$ cat src/rtl/otp_bank_reader.sv
module otp_bank_reader #(
  parameter int NUM_BANKS  = 8,
  parameter int WORDS      = 4,
  parameter int DW         = 32,
  parameter int AW         = 8,
  parameter int DEF_PERIOD = 30
) (
  input  logic                          clk,
  input  logic                          rst_n,
  input  logic                          bus_wr,
  input  logic [AW-1:0]                 bus_addr,
  input  logic [DW-1:0]                 bus_wdata,
  output logic [DW-1:0]                 bus_rdata,
  output logic                          fuse_rd,
  output logic [$clog2(NUM_BANKS)-1:0]  fuse_bank,
  input  logic [WORDS*DW-1:0]           fuse_data,
  output logic                          rd_done
);
  localparam int BW     = $clog2(NUM_BANKS);
  localparam int BIT_SH = $clog2(WORDS*DW);
  localparam logic [AW-1:0] OFF_WIN  = AW'(8'h20);
  localparam logic [AW-1:0] OFF_CTRL = AW'(8'h48);
  localparam logic [AW-1:0] OFF_STAT = AW'(8'h4C);
  localparam logic [AW-1:0] OFF_ADDR = AW'(8'h50);

  logic [7:0]    period, cnt;
  logic [4:0]    keep;
  logic          busy, done;
  logic [BW-1:0] addr_bank, bank;
  logic [DW-1:0] win [WORDS];

  wire wr_ctl = bus_wr && bus_addr == OFF_CTRL;
  wire wr_sta = bus_wr && bus_addr == OFF_STAT;
  wire wr_adr = bus_wr && bus_addr == OFF_ADDR;
  wire finish = busy && cnt == 8'd1;

  assign fuse_rd   = busy;
  assign fuse_bank = bank;
  assign rd_done   = done;

  always_ff @(posedge clk) begin
    if (!rst_n) begin
      period    <= 8'(DEF_PERIOD);
      keep      <= '0;
      busy      <= 1'b0;
      cnt       <= '0;
      done      <= 1'b0;
      addr_bank <= '0;
      bank      <= '0;
      for (int i = 0; i < WORDS; i++) win[i] <= '0;
    end else begin
      if (wr_ctl && !busy) begin
        period <= bus_wdata[15:8];
        keep   <= {bus_wdata[5:3], bus_wdata[1:0]};
        if (bus_wdata[2]) begin
          busy <= 1'b1;
          cnt  <= (bus_wdata[15:8] == 8'd0) ? 8'd1 : bus_wdata[15:8];
          bank <= addr_bank;
        end
      end
      if (wr_adr) addr_bank <= bus_wdata[BIT_SH +: BW];
      if (busy) cnt <= cnt - 8'd1;
      if (finish) begin
        busy <= 1'b0;
        for (int i = 0; i < WORDS; i++) win[i] <= fuse_data[i*DW +: DW];
      end
      if (finish) done <= 1'b1;
      else if (wr_sta) done <= done & bus_wdata[4];
    end
  end

  always_comb begin
    bus_rdata = '0;
    if (bus_addr == OFF_CTRL)
      bus_rdata = DW'({period, 2'b00, keep[4:2], busy, keep[1:0]});
    else if (bus_addr == OFF_STAT)
      bus_rdata = DW'({done, 4'b0000});
    else if (bus_addr == OFF_ADDR)
      bus_rdata = DW'(addr_bank) << BIT_SH;
    else
      for (int i = 0; i < WORDS; i++)
        if (bus_addr == OFF_WIN + AW'(4*i)) bus_rdata = win[i];
  end

  AST_CNT_STEP: assert property (@(posedge clk) disable iff (!rst_n)
    fuse_rd && $past(fuse_rd) |-> cnt == $past(cnt) - 8'd1);
  AST_BANK_HOLD: assert property (@(posedge clk) disable iff (!rst_n)
    fuse_rd && $past(fuse_rd) |-> $stable(fuse_bank));
  AST_DONE_ON_END: assert property (@(posedge clk) disable iff (!rst_n)
    $fell(fuse_rd) |-> rd_done);
  AST_WIN_HOLD: assert property (@(posedge clk) disable iff (!rst_n)
    !$fell(fuse_rd) |-> $stable(win[0]));
  AST_DONE_CLEAR: assert property (@(posedge clk) disable iff (!rst_n)
    wr_sta && !bus_wdata[4] && !finish |=> !rd_done);
endmodule

$ cat config.mk
export PLATFORM = sky130hd
export DESIGN_NAME = otp_bank_reader
export DESIGN_NICKNAME = d
export VERILOG_FILES = /design/src/rtl/otp_bank_reader.sv
export SDC_FILE = /design/constraint.sdc
export NUM_CORES = 1
export LEC_CHECK = 0
export ABC_CLOCK_PERIOD_IN_PS = 4800
export BUFFER_PORTS_ARGS = -buffer_cell sky130_fd_sc_hd__buf_2
export CAP_MARGIN = 30
export CELL_PAD_IN_SITES_DETAIL_PLACEMENT = 0
export CELL_PAD_IN_SITES_GLOBAL_PLACEMENT = 1
export CORE_ASPECT_RATIO = 1.2
export CORE_MARGIN = 1
export CORE_UTILIZATION = 40
export DETAILED_ROUTE_END_ITERATION = 7
export PLACE_DENSITY = 0.82
export SYNTH_ARGS = -nofsm -noshare
export SYNTH_HDL_FRONTEND = slang
export SYNTH_SLANG_ARGS = --single-unit
export TNS_END_PERCENT = 30
$ cat constraint.sdc
create_clock -name clk -period 4.8 [get_ports clk]
set_input_delay 0.24 -clock clk [delete_from_list [all_inputs] [get_ports clk]]
set_output_delay 0.24 -clock clk [all_outputs]
set_load 0.05 [all_outputs]
==> flow_results.org <==
** Pwr
- Fraction of power spent switching nets :: 0.2079
- Share of total power in the clock network :: 0.441
- For this design the static power due to leakage is 0.003499 µW.
- Of the total power, combinational logic draws 0.057.
- Internal power contribution :: 2392 µW
- Power per standard cell area :: 340.3 mW/mm²
- Relative contribution of sequential cells to total power :: 0.502
- Pwr Total :: 3019 µW
- Across the VDD grid, the largest voltage drop is 222.5 µV.
- Reported net switching power :: 627.7 µW

** STA
- Final min period :: 2869 ps
- The total count of hold-check failures in the final report came to 0.
- In the finished design, the share of the clock period the worst path needs comes to 0.5977.
- Static timing analysis puts the maximum clock frequency at 348.5 MHz.
- The worst pin sits at a relative slew slack of 0.3819.
- Setup repair after global routing left no endpoint under its margin.
- Final setup margin :: 1931 ps
- Transition at the pin with the smallest max-transition slack :: 927.1 ps
- Summed over all failing endpoints, the final setup total negative slack is 0 ps.
- Final count of negative-setup-slack endpoints :: 0
- The clock arrives with 5.623 ps of skew.
- Max-slew violation total from the final report :: 0

** Placement
- Worst setup timing slack at the placement stage :: 1752 ps
- Port buffering added 190 buffers.
- Detail Placement HPWL :: 12400 µm
- At the end of routability-driven placement, the weighted congestion stood at 0.8119.

** Hold path
- The worst hold path passes through 3 cells.
- Worst min-delay path category :: input port to flop
- Worst Hold Path EP :: keep[1]
- Hold Startpoint :: bus_wdata[1]

** Global routing
- The initial antenna violation count is 4.
- Remaining Overflow, GRT :: 0
- Entering global routing, the biggest net connects 124 pins.
- Total GRT Usage :: 0.2044
- Via count of the first global-routing pass :: 5252
- Global-route wire length before repair :: 27610 µm

** Worst setup path
- For this run, the slowest stage of the critical path takes 750 ps.
- The number of buffers and inverters on the critical path is 3.
- Crit path max fanout :: 44
- Among cell families on the critical path, the largest total delay comes from buffers and inverters.
- The number of cells on the worst reg-to-reg path is 5.
- The critical path runs through a total of 6 cells.
- Critical register-to-register path startpoint :: cnt[2]
- The slowest stage of the critical path is the sky130_fd_sc_hd__a222oi_1 cell.
- Launching element type of the critical path :: input port
- Data arrives at the worst endpoint at 2630 ps.
- Counting stages on the worst path, the most repeated cell is sky130_fd_sc_hd__buf_2.
- The critical path goes through buf_2 > nor4_2 > buf_4 > a222oi_1 > o21ai_0 > buf_2.
- Worst setup EP type :: primary output
- Reg-to-reg setup timing slack :: 2000 ps
- The endpoint identified for the worst register-to-register timing path is win[0][27].
- Data on the critical path is required at its endpoint by 4560 ps.
- CP Class :: input port to primary output

** Route
- Antenna Nets Post-Route :: 0
- The first routing iteration left 377 violations.
- The final layout contains routed wiring with a total length of 18350 µm.
- In the routed design, unresolved DRC markers number 0.
- Overall via count from detail_route :: 5360
- Detail-routed net length per standard cell :: 18.05 µm
- TritonRoute pass-1 iters :: 5
- After detailed routing, the number of vias per cell comes to 5.270.

** Clocking
- Source-to-sink clock delay at the later pin of the worst-skew pair :: 410 ps
- The clock tree synthesis step divided the H-tree into 4 levels.
- Clock tree from TritonCTS :: yes
- Buffers added to address setup during post-CTS repair amount to 0.
- Clock tree synthesis selected as its root buffer the cell sky130_fd_sc_hd__clkbuf_16.
- CTS resizes :: 0
- For this design, the CTS-stage hold fixing added 0 buffers.
- In this run, CTS created clock tree buffers numbering 17.
- Clock-pin slew was measured on the worst setup and hold paths at 60 ps.
- Maximum buffer depth of the clock tree :: 2
- CTS saw 157 sinks.

** Synthesis
- By count the netlist is led by 128 x sky130_fd_sc_hd__and2_1, 128 x sky130_fd_sc_hd__edfxtp_1, 51 x sky130_fd_sc_hd__nand2_1.
- Synthesized netlist net count :: 784
- In the synthesized netlist the dominant register cell turns out to be sky130_fd_sc_hd__edfxtp_1.
- In this run, synthesis produced a sequential element count of 157.
- Of the post-synthesis cell area, the dominant cell type holds 0.5398.
- By area the synthesized netlist is led by sky130_fd_sc_hd__edfxtp_1 54%, sky130_fd_sc_hd__and2_1 11%, sky130_fd_sc_hd__dfxtp_1 8.2%.
- Count of different cell masters after synthesis :: 46
- Share of synthesized flip-flops with an asynchronous set or reset :: 0
- Instance count of the mapped netlist :: 611
- The biggest area contributor in the post-synthesis netlist is sky130_fd_sc_hd__edfxtp_1.
- In this run, synthesis inferred 128 flip-flops with an integrated enable.
- The Yosys step of the flow raised 0 warnings.
- Post-synthesis sequential area ratio :: 0.6213
- Avg Inst Size Synth :: 11.65 µm²
- Synth Cell Area :: 0.007121 mm²

** Die
- The die covers 0.01834 mm².
- IO Count :: 208
- In this run the vertical extent of the chip is 148.2 µm.
- The floorplan has 53 rows.
- Horizontal die dimension :: 123.8 µm
- Starting Density :: 0.4083
- The region available for standard cell placement spans 0.01744 mm².

** Final layout
- Layout filler cell count :: 1564
- Core occupancy in the finished layout :: 0.5088
- In the final layout, the multi-input gates occupy 0.002520 mm².
- Share of post-route cells with drive strength above 1 :: 0.3073
- In the final design database the tool counted 954 nets.
- Area grow syn2layout :: 24.62%
- Summing all flip-flop and latch instances after layout gives 0.004424 mm².

** Flow run
- Across the run, the number of max-cap violations was 0.

** Status
- The run finished with clean final reports.
registers in the layout, summed over array words and instances (netlist names):
name	count
addr_bank	3
fuse_bank	3
cnt	8
period	8
rd_done	1
keep	5
win	128
fuse_rd	1
worst max-delay path by stage:
stage,from,end
after floorplan,cnt[2],win[0][0]
after global placement,bus_addr[3],keep[2]
after detailed placement,bus_addr[3],keep[2]
after CTS,bus_addr[2],bus_rdata[14]
after global routing,cnt[2],win[1][25]
final,bus_addr[2],bus_rdata[1]
power by group through the flow:
stage / clock (µW) / combinational, µW / sequential (µW)
final: 1330 / 172 / 1510
after global placement: 0 / 170 / 1540
after floorplan: 0 / 73.1 / 1550
after detailed placement: 0 / 172 / 1540
after global routing: 1410 / 187 / 1520
after CTS: 1350 / 173 / 1510
per-stage QoR:
step	hold slack (ps)	cells	area [µm²]
2_1_floorplan	364.2	611	7121
3_3_place_gp	436.4	981	8254
3_5_place_dp	445.2	981	8254
4_1_cts	62.39	1013	8838
5_1_grt	78.72	1016	8871
6_report	77.72	1017	8874
layout make-up:
| type | instances | area share |
|---|---|---|
| repair buffers | 198 | 0.1176 |
| multi-input cells | 402 | 0.2840 |
| diodes | 3 | 0.0008460 |
| inverters | 5 | 0.002115 |
| flip-flops and latches | 157 | 0.4986 |
| clock buffers | 22 | 0.05006 |
| clock inverters | 10 | 0.01579 |
| well taps | 220 | 0.03102 |
worst register-to-register path, cell delays in order (launching register included):
cell and delay [ps]:
sky130_fd_sc_hd__dfxtp_1 340, sky130_fd_sc_hd__or4_1 580, sky130_fd_sc_hd__nor2_1 120, sky130_fd_sc_hd__nand4b_1 290
sky130_fd_sc_hd__nand2_4 580, sky130_fd_sc_hd__buf_12 450
layout by cell type (no fill, tap or decap), types with 2 or more instances in the layout:
cell type,Yosys,final
sky130_fd_sc_hd__diode_2,0,3
sky130_fd_sc_hd__a22oi_1,17,17
sky130_fd_sc_hd__mux2_2,2,2
sky130_fd_sc_hd__nor3_1,3,3
sky130_fd_sc_hd__nor3b_2,1,2
sky130_fd_sc_hd__nand4_1,3,3
sky130_fd_sc_hd__buf_4,2,6
sky130_fd_sc_hd__o22ai_1,2,2
sky130_fd_sc_hd__clkbuf_1,41,5
sky130_fd_sc_hd__nor2_1,17,15
sky130_fd_sc_hd__nor4_1,5,3
sky130_fd_sc_hd__a21o_1,2,2
sky130_fd_sc_hd__o211ai_1,17,17
sky130_fd_sc_hd__bufinv_16,0,3
sky130_fd_sc_hd__and2_1,128,128
sky130_fd_sc_hd__inv_1,5,5
sky130_fd_sc_hd__nand2_1,51,50
sky130_fd_sc_hd__a222oi_1,11,11
sky130_fd_sc_hd__clkinv_2,0,2
sky130_fd_sc_hd__a211oi_2,3,3
sky130_fd_sc_hd__o21ai_0,44,44
sky130_fd_sc_hd__clkinvlp_4,0,3
sky130_fd_sc_hd__a32oi_1,2,2
sky130_fd_sc_hd__o21a_1,13,13
sky130_fd_sc_hd__edfxtp_1,128,128
sky130_fd_sc_hd__clkbuf_16,0,17
sky130_fd_sc_hd__nand3b_1,5,5
sky130_fd_sc_hd__nor4_2,0,2
sky130_fd_sc_hd__a21oi_1,36,36
sky130_fd_sc_hd__mux2i_1,6,6
sky130_fd_sc_hd__dfxtp_1,29,29
sky130_fd_sc_hd__o41ai_1,2,2
sky130_fd_sc_hd__ha_1,2,2
sky130_fd_sc_hd__nand3_1,10,10
sky130_fd_sc_hd__xnor2_1,3,3
sky130_fd_sc_hd__buf_2,0,190
routing by layer:
layer,vias up,wire [µm],global-route usage
met2,198,9142,0.3389
li1,2568,-,-
met3,29,1172,0.04103
met4,2,602,0.1066
met1,2563,7426,0.2489
met5,-,10,0
logic make-up after synthesis:
| logic type | count (synthesis) | share of synthesized area |
|---|---|---|
| AO/OA/AOI/OAI | 152 | 0.1388 |
| XOR/XNOR | 4 | 0.004921 |
| adder cells (fa/ha/maj) | 2 | 0.003514 |
| buffers and inverters | 52 | 0.03057 |
| flip-flops | 157 | 0.6213 |
| multiplexers | 9 | 0.01476 |
| AND/OR/NAND/NOR | 235 | 0.1861 |
Note: power is estimated with default switching activity, not from simulation.
